--- src/rtl/hsdiv_pkg.sv ---
package hsdiv_pkg;

    localparam int unsigned FIELD_W = 8;
    localparam int unsigned NUM_CH  = 4;
    localparam int unsigned CFG_W   = FIELD_W * NUM_CH;
    localparam int unsigned ACC_W   = FIELD_W + 1;
    localparam int unsigned STEP    = 2;

    localparam logic [CFG_W-1:0] CFG_DEFAULT = 32'h6222_0803;

    typedef logic [FIELD_W-1:0] field_t;
    typedef logic [ACC_W-1:0]   acc_t;

    typedef struct packed {
        acc_t acc;
        logic tick;
    } ch_state_t;

    function automatic field_t get_field(logic [CFG_W-1:0] cfg, int unsigned idx);
        return cfg[idx*FIELD_W +: FIELD_W];
    endfunction

    function automatic acc_t span_of(field_t f);
        return acc_t'(f) + acc_t'(STEP);
    endfunction

endpackage

--- src/rtl/hsdiv_cfg_watch.sv ---
module hsdiv_cfg_watch
    import hsdiv_pkg::*;
#(
    parameter logic [CFG_W-1:0] RESET_CFG = CFG_DEFAULT
) (
    input  logic              clk,
    input  logic              rst,
    input  logic [CFG_W-1:0]  cfg_i,
    output field_t            held_o [NUM_CH],
    output logic [NUM_CH-1:0] restart_o
);

    field_t held_q [NUM_CH];

    for (genvar g = 0; g < NUM_CH; g++) begin : g_field
        always_ff @(posedge clk) begin
            if (rst) begin
                held_q[g] <= get_field(RESET_CFG, g);
            end else begin
                held_q[g] <= get_field(cfg_i, g);
            end
        end

        assign restart_o[g] = (get_field(cfg_i, g) != held_q[g]);
        assign held_o[g]    = held_q[g];

        // a restart edge always leaves the held copy equal to the sampled field
        a_r5_adopt_field: assert property (@(posedge clk) disable iff (rst)
            restart_o[g] |=> (held_q[g] == $past(get_field(cfg_i, g))));
    end

endmodule

--- src/rtl/hsdiv_channel.sv ---
module hsdiv_channel
    import hsdiv_pkg::*;
(
    input  logic   clk,
    input  logic   rst,
    input  field_t held_i,
    input  logic   restart_i,
    output logic   tick_o
);

    ch_state_t st_q, st_d;
    acc_t      span;
    acc_t      sum;

    always_comb begin
        span = span_of(held_i);
        sum  = st_q.acc + acc_t'(STEP);
        st_d = st_q;
        if (restart_i) begin
            st_d = '0;
        end else if (sum >= span) begin
            st_d.acc  = sum - span;
            st_d.tick = 1'b1;
        end else begin
            st_d.acc  = sum;
            st_d.tick = 1'b0;
        end
    end

    always_ff @(posedge clk) begin
        if (rst) begin
            st_q <= '0;
        end else begin
            st_q <= st_d;
        end
    end

    assign tick_o = st_q.tick;

    // phase always stays below the span of the held field
    a_r2_phase_bound: assert property (@(posedge clk) disable iff (rst)
        st_q.acc < span_of(held_i));

    // the edge that restarts a channel leaves it silent with zero phase
    a_r5_restart_clears: assert property (@(posedge clk) disable iff (rst)
        restart_i |=> (st_q.acc == '0 && !tick_o));

    // with a field of 2 or more, a tick is never followed by another
    a_r4_no_adjacent: assert property (@(posedge clk) disable iff (rst)
        (tick_o && held_i >= field_t'(2)) |=> !tick_o);

    // a zero field with no restart ticks on the next edge
    a_r3_every_cycle: assert property (@(posedge clk) disable iff (rst)
        (held_i == '0 && !restart_i) |=> tick_o);

endmodule

--- src/rtl/hsdiv_top.sv ---
module hsdiv_top
    import hsdiv_pkg::*;
#(
    parameter logic [CFG_W-1:0] RESET_CFG = CFG_DEFAULT
) (
    input  logic              clk,
    input  logic              rst,
    input  logic [CFG_W-1:0]  cfg_i,
    output logic [NUM_CH-1:0] tick_o
);

    field_t            held [NUM_CH];
    logic [NUM_CH-1:0] restart;

    hsdiv_cfg_watch #(
        .RESET_CFG (RESET_CFG)
    ) u_watch (
        .clk       (clk),
        .rst       (rst),
        .cfg_i     (cfg_i),
        .held_o    (held),
        .restart_o (restart)
    );

    for (genvar g = 0; g < NUM_CH; g++) begin : g_ch
        hsdiv_channel u_ch (
            .clk       (clk),
            .rst       (rst),
            .held_i    (held[g]),
            .restart_i (restart[g]),
            .tick_o    (tick_o[g])
        );
    end

    // every strobe is low on the first edge after reset was sampled
    a_r7_reset_quiet: assert property (@(posedge clk)
        $past(rst) |-> (tick_o == '0));

endmodule

--- config.mk ---
export PLATFORM = sky130hd
export DESIGN_NAME = hsdiv_top
export DESIGN_NICKNAME = d
export VERILOG_FILES = /design/src/rtl/hsdiv_pkg.sv /design/src/rtl/hsdiv_cfg_watch.sv /design/src/rtl/hsdiv_channel.sv /design/src/rtl/hsdiv_top.sv
export SDC_FILE = /design/constraint.sdc
export NUM_CORES = 1
export LEC_CHECK = 0
export BUFFER_PORTS_ARGS = -buffer_cell sky130_fd_sc_hd__buf_4
export CORE_UTILIZATION = 50
export CTS_BUF_LIST = sky130_fd_sc_hd__clkbuf_16
export DETAILED_ROUTE_END_ITERATION = 12
export MAX_ROUTING_LAYER = met4
export PLACE_DENSITY_LB_ADDON = 0.15
export SLEW_MARGIN = 5
export SYNTH_ARGS = -nofsm -noshare
export SYNTH_HDL_FRONTEND = slang
export SYNTH_SLANG_ARGS = --single-unit
--- constraint.sdc ---
create_clock -name clk -period 2.4 [get_ports clk]
set_input_delay 0.24 -clock clk [delete_from_list [all_inputs] [get_ports clk]]
set_output_delay 0.24 -clock clk [all_outputs]
set_load 0.02 [all_outputs]
-- After elaboration in Yosys (flattened, before gate mapping)
Memories as Yosys holds them, arrays and structs flattened.
Cells that the tools add are included.
- logic and storage cells: 48
- memories kept: 1
- memory bits (writable): 32
- bits in registers: 40
- memory list (name ; depth ; bits a word ; rd ports ; clocked after Yosys merged registers in ; wr ports ; line ; text):
    u_watch.held_q ; 4 ; 8 ; 4 ; 0 ; 4 ; hsdiv_cfg_watch.sv:13 ; field_t held_q [NUM_CH];
- eq/ne operators: 4
- add/subtract/negate cells: 12
- reduce and logical (&&, ||, !) cells: 4
- muxes and demuxes: 11
- bitwise logic cells: 4
- magnitude comparators: 4
- operators with widths (operator ; count):
    $mux W10 ; 4
    $add A8 B2 Y9 const B ; 4
    $add A9 B2 Y9 const B ; 4
    $ge A9 B9 Y1 ; 4
    $sub A9 B9 Y9 ; 4
    $mux W8 ; 4
    $ne A8 B8 Y1 ; 4
    $reduce_or A2 Y1 ; 4
    $or A1 B1 Y1 ; 4
    $mux W1 ; 3

-- Depth between registers and ports, before layout
- word-level depth: 3
- mapped depth: 12

-- Modules after synthesis
A second synthesis with hierarchy kept.
- cells, all modules: 579
- area, all modules: 5054.8 um^2
- modules (own cells, without submodules) (module ; times used ; sequential area each (um^2) ; cells each ; area an instance (um^2)):
    hsdiv_channel ; 4 ; 200.2 ; 117 ; 963.4
    hsdiv_cfg_watch ; 1 ; 640.6 ; 111 ; 1201.2

-- Least setup slack after synthesis
No wires, ideal clock.
- path type: flip-flop to flip-flop
- from: reg g_ch[1].u_ch.st_q[2] in the netlist's numbering
- to: reg g_ch[1].u_ch.st_q[3] in the netlist's numbering
- clock period less this slack: 2.448 ns
- setup slack: -0.048 ns
- arrival: 2.320 ns
- cell stages (with the launch flop): 12
- path buffers: 1
- cell sequence: dfxtp_1 -> ha_1 -> nand3_1 -> nor2_1 -> xor2_1 -> ha_1 -> nor2b_1 -> o21a_1 -> nor3_2 -> buf_6 -> mux2i_1 -> nor2_1
- longest elaborated chain between the ends: 3
- RTL lines (what ; line ; text):
    start, declared ; hsdiv_channel.sv:11 ; ch_state_t st_q, st_d;
    start signal, assigned ; hsdiv_channel.sv:34 ; st_q <= st_d;
    $add A9 B2 Y9 (*) ; hsdiv_channel.sv:17 ; sum = st_q.acc + acc_t'(STEP);
    $sub A9 B9 Y9 or $ge A9 B9 Y1 (tied branches) ; hsdiv_channel.sv:22, hsdiv_channel.sv:21 ;
    $mux W10 (*) ; hsdiv_channel.sv:21 ; end else if (sum >= span) begin
Every way passes the cells marked *; elsewhere a longest branch is shown, timed or not.
A chain may end at the register's enable or synchronous reset.

-- Worst setup path in the final report
- from: reg g_ch[1].u_ch.st_q[3] in the netlist's numbering
- to: reg g_ch[1].u_ch.st_q[9] in the netlist's numbering
Same word-level chain as after synthesis.

==> flow_metrics.py <==
metrics = {
    "sta": {
        "slew-limit-headroom_pct": 60.15,
        "worst_slack_ns": -0.03534,
        "fin_crit_ns": 2.435,
        "final_hold_viol_count": 0,
        "worst_slew_pin_slew_ns": 0.5959,
        "fin_skew_ns": 0.006410,
        "fmax_mhz": 410.6,
        "fin_worst_hold_slack_ns": 0.09984,
        "setup_viol": 4,
        "fin_crit_sh_pct": 101.5,
        "rsz0062_at_grt": "true",
        "maxSlewViolCount": 0,
    },
    "setup_path": {
        "slowest_stage": "or3b_4",
        "worstSetupStartpointType": "flop",
        "cp.required_ns": 2.66,
        "crit_chain": "and4_4 -> nand2_2 -> xnor2_4 -> ha_4 -> buf_4 -> nand2_1 -> a211oi_1 -> o21a_1 -> nor3_1 -> or3b_4 -> a21oi_2",
        "end_kind": "flop",
        "cpPeakStageDelay_ns": 0.40,
        "worst-setup-path-type": "reg -> reg",
        "worstPathArrival_ns": 2.69,
        "crit_family": "simple AND/OR/NAND/NOR gates",
        "crit_buf_inv": 1,
        "worstPathMaxFanout": 4,
    },
    "drt": {
        "wirelength_um": 12040,
        "drtIter0Drc": 132,
        "via_per_inst": 5.305,
        "route.detailed.drc": 0,
        "wire_per_inst_um": 14.69,
        "final_antenna_net_count": 0,
        "drt_pass1_iterations": 4,
        "num_vias": 4350,
    },
    "power_and_ir_drop": {
        "p_sw_mw": 0.8044,
        "vdd_ir_drop_max_uv": 315.6,
        "internal-power_mw": 2.329,
        "seqPwrFrac_pct": 39.9,
        "combPwrFrac_pct": 18.7,
        "p_leak_nw": 2.842,
        "swShare_pct": 25.67,
        "clkPwrFrac_pct": 41.4,
        "powerDensity_nw_per_um2": 451.3,
    },
    "place": {
        "place_congestion": 0.9217,
        "hpwl_um": 8449,
        "portBuffers": 37,
        "placed_cell_area_um2": 5778,
    },
    "global_routing": {
        "met3_usage_pct": 4.925,
        "grt_overflow": 0,
        "use_met1_pct": 27.07,
        "antenna_found_initial": 0,
        "busiest_layer": "met2",
        "grt_max_degree": 26,
        "use_met2_pct": 43.09,
        "grt_pass1_wl_um": 18840,
        "grtUsageTotal_pct": 24.12,
        "grt_pass1_vias": 4182,
    },
    "cts": {
        "worstSkewPairLatency_ns": 0.34,
        "cts_sinks": 72,
        "cts_tree": "built",
        "ctsHoldBuffers": 0,
        "path_clk_slew_ns": 0.06,
        "cts.path.max_buffers": 2,
        "cts_inserted_buffers": 9,
        "cts_root_buf": "clkbuf_16",
        "htreeDepth": 3,
    },
    "die": {
        "die-area_um2": 10370,
        "pin_count": 38,
        "core_area_um2": 9729,
        "die_w_um": 101.8,
        "die_h_um": 101.8,
        "row_count": 36,
        "start_util_pct": 51.21,
    },
    "synth": {
        "syn-num-nets": 653,
        "syn_area_per_cell_um2": 8.726,
        "yosysUniqueCellTypes": 50,
        "syn_area_um2": 4982,
        "ys_warn_count": 0,
        "ys_async_sr_fraction_pct": 0,
        "ys_seq_area_share_pct": 28.93,
        "synth-seq-cells": 72,
        "netlist_instances": 571,
        "synth_edf_count": 0,
        "ys.flop_type": "dfxtp_1",
    },
    "flow_run": {
        "drv_cap": 0,
    },
    "run_status": {
        "violations": "negative setup slack",
        "status": "finished with violations",
    },
    "final_layout": {
        "final-seq-area_um2": 1503,
        "layout_common_cells": "buf_4 (107), xnor2_1 (49), dfxtp_1 (43), nor2b_1 (39), nor2_1 (37)",
        "design_area_um2": 6943,
        "layout_commonest_cell": "buf_4",
        "multi_input_area_um2": 4029,
        "n_antenna_cell": 0,
        "drive_gt1_share_pct": 38.14,
        "syn_to_final_growth_pct": 39.35,
        "fillers": 720,
        "nets": 764,
    },
    "worst_hold_path": {
        "hold_class": "in -> reg",
    },
}
## Yosys cell counts, types with 3 or more instances
library cell,instances,area (um2)
nand2b_1,10,62.56
a22o_1,3,26.28
nor2_1,41,153.9
a211oi_1,8,60.06
o21ai_0,13,65.06
and3_1,7,43.79
fa_1,4,80.08
mux2i_1,13,130.1
a31oi_1,4,25.02
nor3_1,10,50.05
nand2_1,40,150.1
xor2_1,26,227.7
dfxtp_1,72,1441
inv_1,16,60.06
o21a_1,14,105.1
nand3_1,30,150.1
ha_1,44,550.5
a21o_1,6,45.04
buf_6,3,33.78
nor2b_1,39,244.0
a21oi_1,24,120.1
o31a_1,3,26.28
nand3b_1,3,22.52
a21oi_2,4,35.03
or3b_1,4,35.03
xnor2_1,66,578.1
buf_4,5,37.54
clkbuf_1,4,15.01
or2_2,9,56.30
and4_1,4,35.03
o21ai_1,4,20.02
nand4_1,15,93.84
## worst register-to-register path, stage by stage (launching register included)
cell and delay (ns):
dfxtp_4 0.36, and4_4 0.23, nand2_2 0.09, xnor2_4 0.17
ha_4 0.31, buf_4 0.12, nand2_1 0.08, a211oi_1 0.25
o21a_1 0.19, nor3_1 0.06, or3b_4 0.40, a21oi_2 0.11
## per-stage QoR
| stage | setup WS [ns] | TNS, ns | util, % | power, mW | cells |
|---|---|---|---|---|---|
| 6_report | -0.03534 | -0.05871 | 71.36 | 3.133 | 820 |
| 5_1_grt | -0.1429 | -1.588 | 71.36 | 3.267 | 820 |
| 4_1_cts | -0.001197 | -0.002270 | 65.55 | 3.104 | 809 |
| 3_5_place_dp | -0.1516 | -1.104 | 59.39 | 1.775 | 784 |
| 3_3_place_gp | -0.08466 | -0.3145 | 59.39 | 1.764 | 784 |
| 2_1_floorplan | 0.03763 | 0 | - | 1.592 | 571 |
## timing repair
item                       CTS  global route
gates resized for setup     48           111
setup endpoints to repair   20            37
buffers inserted             7            11
gates cloned                 2             0
pin swaps                   25            42
## cells by family after synthesis
logic type,count (synthesis),share of synthesized area (%)
AO/OA/AOI/OAI,92,12.21
adder cells (fa/ha/maj),48,12.66
AND/OR/NAND/NOR,220,23.23
flip-flops,72,28.93
multiplexers,17,3.666
buffers and inverters,30,3.139
XOR/XNOR,92,16.17
## layer usage
metal  wire [um]  part of all wire (%)
met1        5179                    43
met2        6212                    52
met3         433                   3.6
met4         220                   1.8
met5           0                     0
## power by group through the flow
stage               clock network [mW]  logic, mW  registers [mW]
floorplan                            0      0.312            1.28
global placement                     0      0.484            1.28
detailed placement                   0      0.494            1.28
CTS                               1.32      0.532            1.26
global route                      1.38      0.636            1.26
finish                            1.30      0.585            1.25
## path summary, 6_finish.rpt
path | cells past startpoint | slack [ns] | endpoint | from
hold / removal | 2 | 0.1 | u_watch.held_q[0][0] | cfg_i[0]
setup reg to reg | 11 | -0.04 | g_ch[1].u_ch.st_q[9] | g_ch[1].u_ch.st_q[3]
setup / recovery | 11 | -0.04 | g_ch[1].u_ch.st_q[9] | g_ch[1].u_ch.st_q[3]
hold reg to reg | 2 | 0.47 | g_ch[1].u_ch.st_q[1] | g_ch[1].u_ch.st_q[1]
## final cells by class
cell class | count | share of cell area [%]
clock buffer | 9 | 3.244
sequential | 72 | 21.64
clock inverter | 7 | 0.7929
timing repair buffer | 114 | 13.03
tap | 133 | 2.397
inverter | 16 | 0.8650
multi-input combinational | 469 | 58.03
## state kept, by name, summed over array words and instances, names as in the netlist
register,flops
g_ch.u_ch.st_q,36
u_watch.held_q,32
g_ch.u_ch.tick_o,4
Note: power is estimated with default switching activity, not from simulation.
